===== config.mk =====
export PLATFORM = sky130hd
export DESIGN_NAME = fwd_hold_station
export DESIGN_NICKNAME = d
export VERILOG_FILES = /design/src/rtl/fwd_hold_pkg.sv /design/src/rtl/fwd_bus_match.sv /design/src/rtl/fwd_operand_slot.sv /design/src/rtl/fwd_out_select.sv /design/src/rtl/fwd_hold_station.sv
export SDC_FILE = /design/constraint.sdc
export NUM_CORES = 1
export LEC_CHECK = 0
export CAP_MARGIN = 20
export CORE_MARGIN = 8
export CORE_UTILIZATION = 63
export CTS_CLUSTER_DIAMETER = 100
export DETAILED_ROUTE_END_ITERATION = 7
export DONT_BUFFER_PORTS = 1
export PLACE_DENSITY_LB_ADDON = 0.1
export SYNTH_ARGS = -nofsm -noshare
export SYNTH_HDL_FRONTEND = slang
export SYNTH_SLANG_ARGS = --single-unit
export TNS_END_PERCENT = 30

===== constraint.sdc =====
create_clock -name clk -period 9.15 [get_ports clk]
set_clock_uncertainty 0.1 [all_clocks]
set_input_delay 1.3725 -clock clk [delete_from_list [all_inputs] [get_ports clk]]
set_output_delay 1.3725 -clock clk [all_outputs]
set_load 0.03 [all_outputs]

===== src/rtl/fwd_hold_pkg.sv =====
package fwd_hold_pkg;
  // Width of an index field that must hold at least one bit.
  function automatic int idx_w(input int count);
    return (count > 1) ? $clog2(count) : 1;
  endfunction
endpackage


===== src/rtl/fwd_bus_match.sv =====
// Priority tag comparator over all broadcast buses; lowest index wins.
module fwd_bus_match #(
  parameter int N_BUS  = 3,
  parameter int TAG_W  = 6,
  parameter int DATA_W = 32
) (
  input  logic [TAG_W-1:0]        want_tag,
  input  logic [N_BUS-1:0]        cdb_valid,
  input  logic [N_BUS*TAG_W-1:0]  cdb_tag,
  input  logic [N_BUS*DATA_W-1:0] cdb_data,
  output logic                    hit,
  output logic [DATA_W-1:0]       hit_data
);
  logic [N_BUS-1:0] match;

  for (genvar k = 0; k < N_BUS; k++) begin : g_cmp
    assign match[k] = cdb_valid[k] && (cdb_tag[k*TAG_W +: TAG_W] == want_tag);
  end

  always_comb begin
    hit      = 1'b0;
    hit_data = '0;
    for (int k = N_BUS - 1; k >= 0; k--) begin
      if (match[k]) begin
        hit      = 1'b1;
        hit_data = cdb_data[k*DATA_W +: DATA_W];
      end
    end
  end
endmodule


===== src/rtl/fwd_operand_slot.sv =====
// One operand: value, tag and ready flag, with bus snooping.
module fwd_operand_slot #(
  parameter int N_BUS  = 3,
  parameter int TAG_W  = 6,
  parameter int DATA_W = 32
) (
  input  logic                    clk,
  input  logic                    rst_n,
  input  logic                    load,
  input  logic                    live,
  input  logic [DATA_W-1:0]       in_val,
  input  logic [TAG_W-1:0]        in_tag,
  input  logic                    in_rdy,
  input  logic [N_BUS-1:0]        cdb_valid,
  input  logic [N_BUS*TAG_W-1:0]  cdb_tag,
  input  logic [N_BUS*DATA_W-1:0] cdb_data,
  output logic [DATA_W-1:0]       val,
  output logic                    ready
);
  logic [TAG_W-1:0]  tag_q;
  logic [TAG_W-1:0]  look_tag;
  logic              hit;
  logic [DATA_W-1:0] hit_data;

  // One comparator serves both the issue cycle and the waiting phase.
  assign look_tag = load ? in_tag : tag_q;

  fwd_bus_match #(.N_BUS(N_BUS), .TAG_W(TAG_W), .DATA_W(DATA_W)) u_match (
    .want_tag (look_tag),
    .cdb_valid(cdb_valid),
    .cdb_tag  (cdb_tag),
    .cdb_data (cdb_data),
    .hit      (hit),
    .hit_data (hit_data)
  );

  always_ff @(posedge clk or negedge rst_n) begin
    if (!rst_n) begin
      tag_q <= '0;
      val   <= '0;
      ready <= 1'b0;
    end else if (load) begin
      tag_q <= in_tag;
      if (in_rdy) begin
        val   <= in_val;
        ready <= 1'b1;
      end else if (hit) begin
        val   <= hit_data;
        ready <= 1'b1;
      end else begin
        val   <= '0;
        ready <= 1'b0;
      end
    end else if (live && !ready && hit) begin
      val   <= hit_data;
      ready <= 1'b1;
    end
  end
endmodule


===== src/rtl/fwd_out_select.sv =====
// Builds the result trios from the held operands.
module fwd_out_select #(
  parameter int N_OPS  = 3,
  parameter int N_OUTS = 2,
  parameter int TAG_W  = 6,
  parameter int DATA_W = 32,
  parameter int SEL_W  = 2
) (
  input  logic [N_OPS*DATA_W-1:0]  op_val,
  input  logic [N_OUTS*SEL_W-1:0]  sel,
  input  logic [N_OUTS*TAG_W-1:0]  dtag,
  input  logic [N_OUTS-1:0]        den,
  input  logic                     fire,
  output logic [N_OUTS*DATA_W-1:0] out_val,
  output logic [N_OUTS*TAG_W-1:0]  out_tag,
  output logic [N_OUTS-1:0]        out_valid
);
  for (genvar m = 0; m < N_OUTS; m++) begin : g_trio
    logic [SEL_W-1:0] s;
    assign s = sel[m*SEL_W +: SEL_W];
    always_comb begin
      out_val[m*DATA_W +: DATA_W] = op_val[0 +: DATA_W];
      for (int n = 1; n < N_OPS; n++) begin
        if (int'(s) == n) out_val[m*DATA_W +: DATA_W] = op_val[n*DATA_W +: DATA_W];
      end
    end
    assign out_tag[m*TAG_W +: TAG_W] = dtag[m*TAG_W +: TAG_W];
    assign out_valid[m] = fire && den[m];
  end
endmodule


===== src/rtl/fwd_hold_station.sv =====
module fwd_hold_station #(
  parameter int N_OPS  = 3,
  parameter int N_OUTS = 2,
  parameter int N_BUS  = 3,
  parameter int DATA_W = 32,
  parameter int TAG_W  = 6,
  localparam int SEL_W = fwd_hold_pkg::idx_w(N_OPS)
) (
  input  logic                     clk,
  input  logic                     rst_n,
  input  logic                     iss_valid,
  output logic                     iss_ready,
  input  logic [N_OPS*DATA_W-1:0]  iss_op_val,
  input  logic [N_OPS*TAG_W-1:0]   iss_op_tag,
  input  logic [N_OPS-1:0]         iss_op_rdy,
  input  logic [N_OUTS*TAG_W-1:0]  iss_out_tag,
  input  logic [N_OUTS-1:0]        iss_out_en,
  input  logic [N_OUTS*SEL_W-1:0]  iss_out_sel,
  input  logic [N_BUS-1:0]         cdb_valid,
  input  logic [N_BUS*TAG_W-1:0]   cdb_tag,
  input  logic [N_BUS*DATA_W-1:0]  cdb_data,
  input  logic                     stall,
  output logic                     occupied,
  output logic                     rel_valid,
  output logic [N_OUTS*DATA_W-1:0] out_val,
  output logic [N_OUTS*TAG_W-1:0]  out_tag,
  output logic [N_OUTS-1:0]        out_valid
);
  logic                     load;
  logic [N_OPS-1:0]         op_ready;
  logic [N_OPS*DATA_W-1:0]  op_val;
  logic [N_OUTS*TAG_W-1:0]  dtag_q;
  logic [N_OUTS-1:0]        den_q;
  logic [N_OUTS*SEL_W-1:0]  sel_q;

  assign rel_valid = occupied && (&op_ready) && !stall;
  assign iss_ready = !occupied || rel_valid;
  assign load      = iss_valid && iss_ready;

  for (genvar n = 0; n < N_OPS; n++) begin : g_slot
    fwd_operand_slot #(.N_BUS(N_BUS), .TAG_W(TAG_W), .DATA_W(DATA_W)) u_slot (
      .clk      (clk),
      .rst_n    (rst_n),
      .load     (load),
      .live     (occupied),
      .in_val   (iss_op_val[n*DATA_W +: DATA_W]),
      .in_tag   (iss_op_tag[n*TAG_W +: TAG_W]),
      .in_rdy   (iss_op_rdy[n]),
      .cdb_valid(cdb_valid),
      .cdb_tag  (cdb_tag),
      .cdb_data (cdb_data),
      .val      (op_val[n*DATA_W +: DATA_W]),
      .ready    (op_ready[n])
    );
  end

  always_ff @(posedge clk or negedge rst_n) begin
    if (!rst_n) begin
      occupied <= 1'b0;
      dtag_q   <= '0;
      den_q    <= '0;
      sel_q    <= '0;
    end else if (load) begin
      occupied <= 1'b1;
      dtag_q   <= iss_out_tag;
      den_q    <= iss_out_en;
      sel_q    <= iss_out_sel;
    end else if (rel_valid) begin
      occupied <= 1'b0;
    end
  end

  fwd_out_select #(
    .N_OPS(N_OPS), .N_OUTS(N_OUTS), .TAG_W(TAG_W), .DATA_W(DATA_W), .SEL_W(SEL_W)
  ) u_out (
    .op_val   (op_val),
    .sel      (sel_q),
    .dtag     (dtag_q),
    .den      (den_q),
    .fire     (rel_valid),
    .out_val  (out_val),
    .out_tag  (out_tag),
    .out_valid(out_valid)
  );
endmodule


; ---- Yosys cells after proc, flatten, opt, wreduce, memory -nomap -nowiden
; Cells that the tools add are included.
[op_classes]
n_eq_ne = 13
muxes = 51
n_reduce_logical = 31
[ops]
columns = operator, count
row1 = 32-bit two-way mux, 25
row2 = 6-bit == test, 9
row3 = 1-bit two-way mux, 23
row4 = 1-bit logical AND, 20
row5 = 6-bit two-way mux, 3
row6 = 2-bit == test (second input constant), 4
row7 = 2-bit nonzero test, 4
row8 = 1-bit zero test, 5
row9 = 3-bit AND reduction, 1
row10 = 1-bit logical OR, 1
[word_totals]
ff_bits = 136
out_inout_bits = 81
wordCells = 108

; ---- Logic depth before layout (Yosys ltp)
; Gate-level depths: netlist of the first run.
[depth]
word_depth = 14
ltp_mapped = 13
ltp_nobuf = 9

; ---- By module
; Synthesis of the first run repeated with hierarchy kept, for this count alone.
[unflattened]
cells_unflattened = 1245
hier_area_um2 = 12105.4
[modules_own_cells]
columns = mod, instances, cells_per_inst, area_per_inst_um2, seq_area_each_um2
row1 = fwd_operand_slot, 3, 126, 1816.7, 975.9
row2 = fwd_bus_match, 3, 207, 1323.8, 0.0
row3 = fwd_out_select, 1, 201, 1888.1, 0.0
row4 = fwd_hold_station, 1, 45, 795.8, 475.5

; ---- Worst setup path after synthesis of the first run
; No wires, ideal clock.
[synth_path]
path_kind = input -> register
start = input stall
end = register g_slot[0].u_slot.val[10]
arrival_time_ps = 3855
slack_ps = 5071
path_stages = 13
n_path_buf = 4
cell_sequence = and4b_1 -> buf_6 -> nor2_2 -> inv_2 -> buf_2 -> o22ai_1 -> a2111oi_0 -> nand3_1 -> and4b_1 -> buf_6 -> buf_6 -> a221o_1 -> mux2_2
[synth_between]
elab_chain_cells = 13
elab_cells_between_ends = 23
classes_between = eq/ne (3) / mux (11) / reduce/logical (9)
[synth_rtl]
columns = item, line_no
row1 = "start, declared", fwd_hold_station.sv:22  ; input logic stall,
row2 = 1-bit zero test *, fwd_hold_station.sv:36  ; assign rel_valid = occupied && (&op_ready) && !stall;
row3 = 1-bit logical AND *, fwd_hold_station.sv:36
row4 = 1-bit logical OR *, fwd_hold_station.sv:37  ; assign iss_ready = !occupied || rel_valid;
row5 = via iss_ready, fwd_hold_station.sv:12  ; output logic iss_ready,
row6 = 1-bit logical AND *, fwd_hold_station.sv:38  ; assign load = iss_valid && iss_ready;
row7 = 6-bit two-way mux, n/a
row8 = 6-bit == test, fwd_bus_match.sv:17  ; assign match[k] = cdb_valid[k] && (cdb_tag[k*TAG_W +: TAG_W] == want_tag);
row9 = 1-bit logical AND, fwd_bus_match.sv:17
row10 = 32-bit two-way mux or 1-bit two-way mux (tied branches) (3 in a row), fwd_bus_match.sv:24  ; if (match[k]) begin
row11 = 32-bit two-way mux, fwd_operand_slot.sv:47  ; end else if (hit) begin
row12 = 32-bit two-way mux, fwd_operand_slot.sv:44  ; if (in_rdy) begin
row13 = 32-bit two-way mux, fwd_operand_slot.sv:42  ; end else if (load) begin
row14 = "end signal, assigned", fwd_operand_slot.sv:45  ; val <= in_val;
row15 = "end signal, assigned", fwd_operand_slot.sv:48  ; val <= hit_data;
row16 = "end signal, assigned", fwd_operand_slot.sv:55  ; val <= hit_data;
row17 = "end, declared", fwd_operand_slot.sv:17  ; output logic [DATA_W-1:0] val,
; Mark *: on every way through the listed nets, which the timed path passes. The rest lies on a longest branch. The select of a mux whose other input is x is not followed.
; A chain may end at the register's enable or synchronous reset.

; ---- Worst setup path after layout of the first run
[layout_path]
start = register occupied
end = register g_slot[0].u_slot.val[29]
[layout_between]
elab_chain_cells = 13
elab_cells_between_ends = 25
classes_between = eq/ne (3) / mux (11) / reduce/logical (11)
[layout_rtl]
columns = item, line_no
row1 = "start, declared", fwd_hold_station.sv:23  ; output logic occupied,
row2 = "start signal, assigned", fwd_hold_station.sv:59  ; occupied <= 1'b0;
row3 = "start signal, assigned", fwd_hold_station.sv:64  ; occupied <= 1'b1;
row4 = "start signal, assigned", fwd_hold_station.sv:69  ; occupied <= 1'b0;
row5 = 1-bit logical AND (2 in a row), fwd_hold_station.sv:36
row6 = 1-bit logical OR *, fwd_hold_station.sv:37
row7 = via iss_ready, fwd_hold_station.sv:12
row8 = 1-bit logical AND *, fwd_hold_station.sv:38
row9 = 6-bit two-way mux, n/a
row10 = 6-bit == test, fwd_bus_match.sv:17
row11 = 1-bit logical AND, fwd_bus_match.sv:17
row12 = 32-bit two-way mux or 1-bit two-way mux (tied branches) (3 in a row), fwd_bus_match.sv:24
row13 = 32-bit two-way mux, fwd_operand_slot.sv:47
row14 = 32-bit two-way mux, fwd_operand_slot.sv:44
row15 = 32-bit two-way mux, fwd_operand_slot.sv:42
; Marks and branches as above.

==> impl_metrics.json, run 1 <==
{
  "synthCells": 1558,
  "dieWidth_microns": 152,
  "worst_ep_required_time_ns": 9.37,
  "postSynthAreaPerCell_sq_um": 7.45,
  "io_pins": 337,
  "grt_antenna_before_repair": 1,
  "cts_resized": 0,
  "ys_seq_area_share_pct": 29.3,
  "drt_pass1_iterations": 8,
  "grt_overflow_total": 0,
  "htreeDepth": 4,
  "period_minus_slack_ns": 5.07,
  "cts_hold_buf": 0,
  "io_buffers": 0,
  "drtIter0Drc": 1686,
  "synth_fp_nets": 1814,
  "drive_gt1_share_pct": 8.04,
  "synthTopCellsByCount": "236 x nand2_1, 203 x nor2_1, 136 x dfrtp_1",
  "vias_per_cell": 7.60,
  "cts_buffer_depth": 2,
  "area_delta_synth_final_pct": 4.35,
  "critPathArrivalTime_ns": 5.29,
  "path_class": "reg -> reg",
  "cts-root-buf": "clkbuf_16",
  "finalWorstSetupSlack_ns": 4.08,
  "final_hold_viol_count": 0,
  "grt_pass1_wl_microns": 72500,
  "power_frac_comb_pct": 55.5,
  "ys_ff_latch": 136,
  "routed_wl_microns": 48000,
  "peakVddDrop_mv": 0.264,
  "wire_per_inst_microns": 28.5,
  "crit_slowest_cell": "a31oi_4",
  "path_buf_inv": 5,
  "cpPeakStageDelay_ns": 0.63,
  "die_h_microns": 152,
  "synthFlopType": "dfrtp_1",
  "p_seq_share_pct": 27.8,
  "swShare_pct": 54.0,
  "p_clk_share_pct": 16.7,
  "clk_pin_slew_ns": 0.07,
  "grt_pass1_vias": 12000,
  "min_period_over_period_pct": 55.4,
  "cpLargestDelayFamily": "buffers and inverters",
  "outcome": "finished, violations left",
  "relSlewSlack_pct": 30.4,
  "drc_errors": 1,
  "power_density_nw_per_um2": 371,
  "path_cells": "buf_4 -> clkinv_1 -> nor2_2 -> inv_2 -> o22ai_1 -> a22o_1 -> or4b_1 -> buf_4 -> nand3_1 -> a31oi_4 -> buf_4 -> mux2_2",
  "netlist_top_cells_area": "dfrtp_1 29%, nand2_1 7.6%, nor2_1 6.6%",
  "nNetsFinal": 1699,
  "synth_edf_count": 0,
  "synth.most_common_cell": "nand2_1",
  "grt_max_degree": 137,
  "setup_violations": 0,
  "ys_types": 78,
  "rows": 49,
  "via_count": 12800,
  "synth_area_sq_um": 11600,
  "maxSlewViolCount": 0,
  "path_common_cell": "buf_4",
  "tightest_slew_ns": 1.03,
  "async_flop_share_pct": 100,
  "setup_tns_ns": 0,
  "cts.sinks": 136,
  "max-cap-violations": 0,
  "internal_power_mw": 2.07,
  "track_usage_pct": 40.8,
  "tritoncts.num_buffers": 17,
  "crit_path_start_kind": "flop",
  "core_sq_um": 18000,
  "pre_cts_ws_ns": 3.53,
  "p_leak_nw": 4.85,
  "synth_top_area_share_pct": 29.3,
  "hpwl_microns": 33200,
  "cts_setup_buffers": 0,
  "rsz0062_at_grt": "false",
  "gp_congestion": 1.03,
  "clock_latency_ns": 0.44,
  "antenna_left": 0,
  "failed_checks": "design-rule violations",
  "tritoncts": "yes",
  "synth_area_leader_cell": "dfrtp_1",
  "cp-end-kind": "flop",
  "p_switching_mw": 2.43,
  "max_freq_mhz": 197,
  "holdCritPathClass": "reg -> reg",
  "critPathMaxFanout": 35,
  "yosys_warnings": 0,
  "die-area_sq_um": 23000,
  "start_util_pct": 64.4
}
-- placed cells by master, fill, tap and decap left out, types with 36 or more instances in the layout --
master,instances
nand2_1,235
nor2_1,203
dfrtp_1,136
o22ai_1,76
a31oi_1,67
a221o_1,62
a21oi_1,59
o21ai_0,56
nor3_1,46
nand2b_1,42
nand3_1,41
xnor2_1,36
-- path summary, 6_finish.rpt --
path / startpoint / to / slack, ns / cells past startpoint
max: occupied / g_slot[0].u_slot.val[29] / 4.08 / 12
min: den_q[1] / den_q[1] / 0.38 / 2
max reg2reg: occupied / g_slot[0].u_slot.val[29] / 4.08 / 12
min reg2reg: den_q[1] / den_q[1] / 0.38 / 2
max in group asynchronous: rst_n / g_slot[0].u_slot.val[29] / 8.09 / 0
min in group asynchronous: rst_n / g_slot[0].u_slot.tag_q[1] / 0.52 / 0
-- layout make-up --
| class | instances | area [sq um] |
|---|---|---|
| sequential | 136 | 3400 |
| tap | 229 | 287 |
| fill | 1555 | 5910 |
| multi-input combinational | 1228 | 7460 |
| inverter | 34 | 128 |
| timing repair buffer | 26 | 215 |
| antenna | 1 | 2.50 |
| clock buffer | 17 | 425 |
| clock inverter | 15 | 195 |
-- power groups by stage --
stage / clock network [mW] / logic (mW) / registers (mW)
floorplan: 0 / 2.06 / 1.12
global placement: 0 / 2.40 / 1.24
detailed placement: 0 / 2.44 / 1.24
CTS: 0.747 / 2.45 / 1.24
global route: 0.771 / 2.67 / 1.28
finish: 0.752 / 2.49 / 1.25
-- stage by stage --
step                hold WS (ns)  utilization [%]  instance area [sq um]  std cells  power [mW]
floorplan                  0.338                -                  11600       1558        3.18
global placement           0.357             63.6                  11500       1652        3.63
detailed placement         0.369             63.6                  11500       1652        3.69
CTS                        0.386             67.0                  12100       1684        4.43
global route               0.428             67.2                  12100       1686        4.72
finish                     0.384             67.2                  12100       1686        4.49
-- metal layers --
layer	GRT usage [%]	part of all wire, %	vias up
met5	0	0	-
met4	22.0	5.5	0
met3	15.0	15	215
met2	61.2	43	1103
met1	50.1	36	6025
li1	-	-	5469
-- worst reg2reg max path, cell delays in order, from the launching register on --
cell	delay [ns]
dfrtp_1	0.32
buf_4	0.39
clkinv_1	0.51
nor2_2	0.61
inv_2	0.37
o22ai_1	0.26
a22o_1	0.14
or4b_1	0.09
buf_4	0.42
nand3_1	0.26
a31oi_4	0.63
buf_4	0.44
mux2_2	0.39
-- kinds of logic after synthesis --
logic type	synth area share, %
flip-flops	29.3
buffers and inverters	7.23
multiplexers	4.26
AO/OA/AOI/OAI	30.2
AND/OR/NAND/NOR	24.4
XOR/XNOR	4.60
-- state kept, by name, summed over array words and instances (netlist names) --
| signal | flops |
|---|---|
| g_slot.u_slot.ready | 3 |
| dtag_q | 12 |
| occupied | 1 |
| sel_q | 4 |
| g_slot.u_slot.val | 96 |
| den_q | 2 |
| g_slot.u_slot.tag_q | 18 |
Note: power is estimated with default switching activity, not from simulation.
==> run 2: changes to the inputs <==
Settings changed: CORE_UTILIZATION 63 to 59.
Clock period 9.15 ns to 4.1 ns, I/O delays scaled along.
==> run 2 against run 1 <==
Effect of this change:
- the run now ends clean
- power rose by 130%
- count of clock-buffer cells in the layout grew 1
- flip-flop and latch count unchanged
- critical path depth down 3
- sequential power increased by 120%
- utilization is 2.7 points lower
- final area increased by 3.3%
- clock power increased by 110%
- critical path type unchanged
==> impl_metrics.json, run 2 (same netlist as run 1, synthesis figures left out) <==
{
  "power_density_nw_per_um2": 816,
  "final_cell_mix": "235 x nand2_1, 203 x nor2_1, 136 x dfrtp_1, 76 x o22ai_1, 67 x a31oi_1",
  "nNetsFinal": 1732,
  "routed_wl_microns": 49700,
  "die_h_microns": 156,
  "grt_antenna_before_repair": 3,
  "worst_ep_required_time_ns": 4.31,
  "tritoncts": "yes",
  "period_minus_slack_ns": 3.90,
  "max-cap-violations": 0,
  "rsz0062_at_grt": "false",
  "internal_power_mw": 4.71,
  "p_seq_share_pct": 27.4,
  "cts-root-buf": "clkbuf_16",
  "power_frac_comb_pct": 56.9,
  "min_period_over_period_pct": 95.2,
  "wire_per_inst_microns": 28.3,
  "gp_congestion": 1.00,
  "path_common_cell": "buf_4",
  "cts_setup_buffers": 0,
  "place_inst": 1721,
  "io_buffers": 0,
  "p_clk_share_pct": 15.7,
  "tightest_slew_ns": 0.986,
  "use_met2_pct": 60.9,
  "multi_input_area_sq_um": 7460,
  "grt_pass1_vias": 12600,
  "setup_violations": 0,
  "io_pins": 337,
  "path_cells": "nand4b_1 -> buf_4 -> o21ai_4 -> buf_4 -> a221o_1 -> nor4_4 -> inv_2 -> o211ai_1 -> a31oi_1",
  "clock_latency_ns": 0.43,
  "cts_resized": 0,
  "cts_hold_buf": 1,
  "dieWidth_microns": 156,
  "largestRegisters": "g_slot.u_slot.val (96), g_slot.u_slot.tag_q (18), dtag_q (12)",
  "reg2reg_depth": 9,
  "setup_tns_ns": 0,
  "swShare_pct": 53.9,
  "use_met1_pct": 47.9,
  "area_delta_synth_final_pct": 7.85,
  "critPathArrivalTime_ns": 4.11,
  "n_fill_cell": 1780,
  "hpwl_microns": 34700,
  "drt_pass1_iterations": 8,
  "max_freq_mhz": 256,
  "path_class": "reg -> reg",
  "cts.sinks": 136,
  "grt_use_met3_pct": 14.1,
  "start_util_pct": 59.8,
  "holdCritPathClass": "in -> async",
  "die-area_sq_um": 24400,
  "grt_overflow_total": 0,
  "outcome": "finished, final reports clean",
  "pre_cts_ws_ns": 0.183,
  "largest_register_ffs": 96,
  "track_usage_pct": 39.7,
  "stdcell_count": 1755,
  "final_hold_viol_count": 0,
  "via_count": 13000,
  "antenna_left": 0,
  "whs_ns": 0.0165,
  "critPathMaxFanout": 33,
  "relSlewSlack_pct": 33.8,
  "drive_gt1_share_pct": 10.1,
  "regMostFlops": "g_slot.u_slot.val",
  "cts_buffer_depth": 2,
  "htreeDepth": 4,
  "vias_per_cell": 7.42,
  "grt_max_degree": 137,
  "finalWorstSetupSlack_ns": 0.195,
  "layout.area.seq_sq_um": 3400,
  "core_sq_um": 19400,
  "tritoncts.num_buffers": 17,
  "crit_slowest_cell": "nor4_4",
  "cpPeakStageDelay_ns": 0.87,
  "p_switching_mw": 5.51,
  "peakVddDrop_mv": 0.769,
  "clk_pin_slew_ns": 0.07,
  "p_leak_nw": 5.04,
  "rows": 51,
  "crit_path_start_kind": "flop",
  "grt_pass1_wl_microns": 75000,
  "layout_commonest_cell": "nand2_1",
  "grt-busiest-layer": "met2",
  "drtIter0Drc": 1509,
  "drc_errors": 0,
  "finalPower_mw": 10.2,
  "maxSlewViolCount": 0,
  "cp-end-kind": "flop"
}
run 2: changes by cell type in the layout (fill, tap and decap cells not counted), sizes merged:
cell | before | now
clkinv | 2 | 5
bufinv | 2 | 1
inv | 44 | 40
clkbuf | 17 | 18
clkinvlp | 1 | 2
buf | 26 | 59
run 2: area by class of cell:
cell class,count,share of cell area [%]
Tap cell,265,2.65
Inverter,34,1.02
Multi-Input combinational cell,1228,59.6
Clock buffer,18,3.51
Timing Repair Buffer,59,4.80
Clock inverter,14,1.27
Sequential cell,136,27.2
Antenna cell,1,0.0200
run 2: worst paths after layout:
check | start | end | slack [ns]
hold reg to reg | den_q[1] | den_q[1] | 0.37
max in group asynchronous | rst_n | sel_q[0] | 3.22
setup / recovery | g_slot[2].u_slot.ready | g_slot[1].u_slot.val[27] | 0.20
hold / removal | rst_n | g_slot[0].u_slot.val[9] | 0.02
setup reg to reg | g_slot[2].u_slot.ready | g_slot[1].u_slot.val[27] | 0.20
min in group clk | iss_op_tag[0] | g_slot[0].u_slot.tag_q[0] | 0.19
run 2: layer usage:
| metal | routed length, microns | vias up |
|---|---|---|
| met2 | 22100 | 1125 |
| met1 | 17900 | 6141 |
| met3 | 6910 | 236 |
| met4 | 2690 | 4 |
| li1 | - | 5522 |
| met5 | 27 | - |
run 2: power groups by stage:
stage | clock, mW | combinational, mW | sequential [mW]
after CTS | 1.60 | 5.72 | 2.77
final | 1.60 | 5.81 | 2.80
after detailed placement | 0 | 5.67 | 2.79
after global routing | 1.66 | 6.22 | 2.88
after global placement | 0 | 5.58 | 2.77
after floorplan | 0 | 4.60 | 2.49
run 2: worst max-delay path, delay by kind of cell, from the launching register on:
kind / cells / cell delay, ns
AOI/OAI and AO/OA: 4 / 0.96
buffers and inverters: 3 / 1.06
and+or+nand+nor: 2 / 1.21
DFF: 1 / 0.43
run 2: stage by stage:
step                      utilization, %  area, sq um
after global placement              61.3        11900
after floorplan                        -        11600
after detailed placement            61.3        11900
after CTS                           64.5        12500
after global routing                64.5        12500
final                               64.5        12500
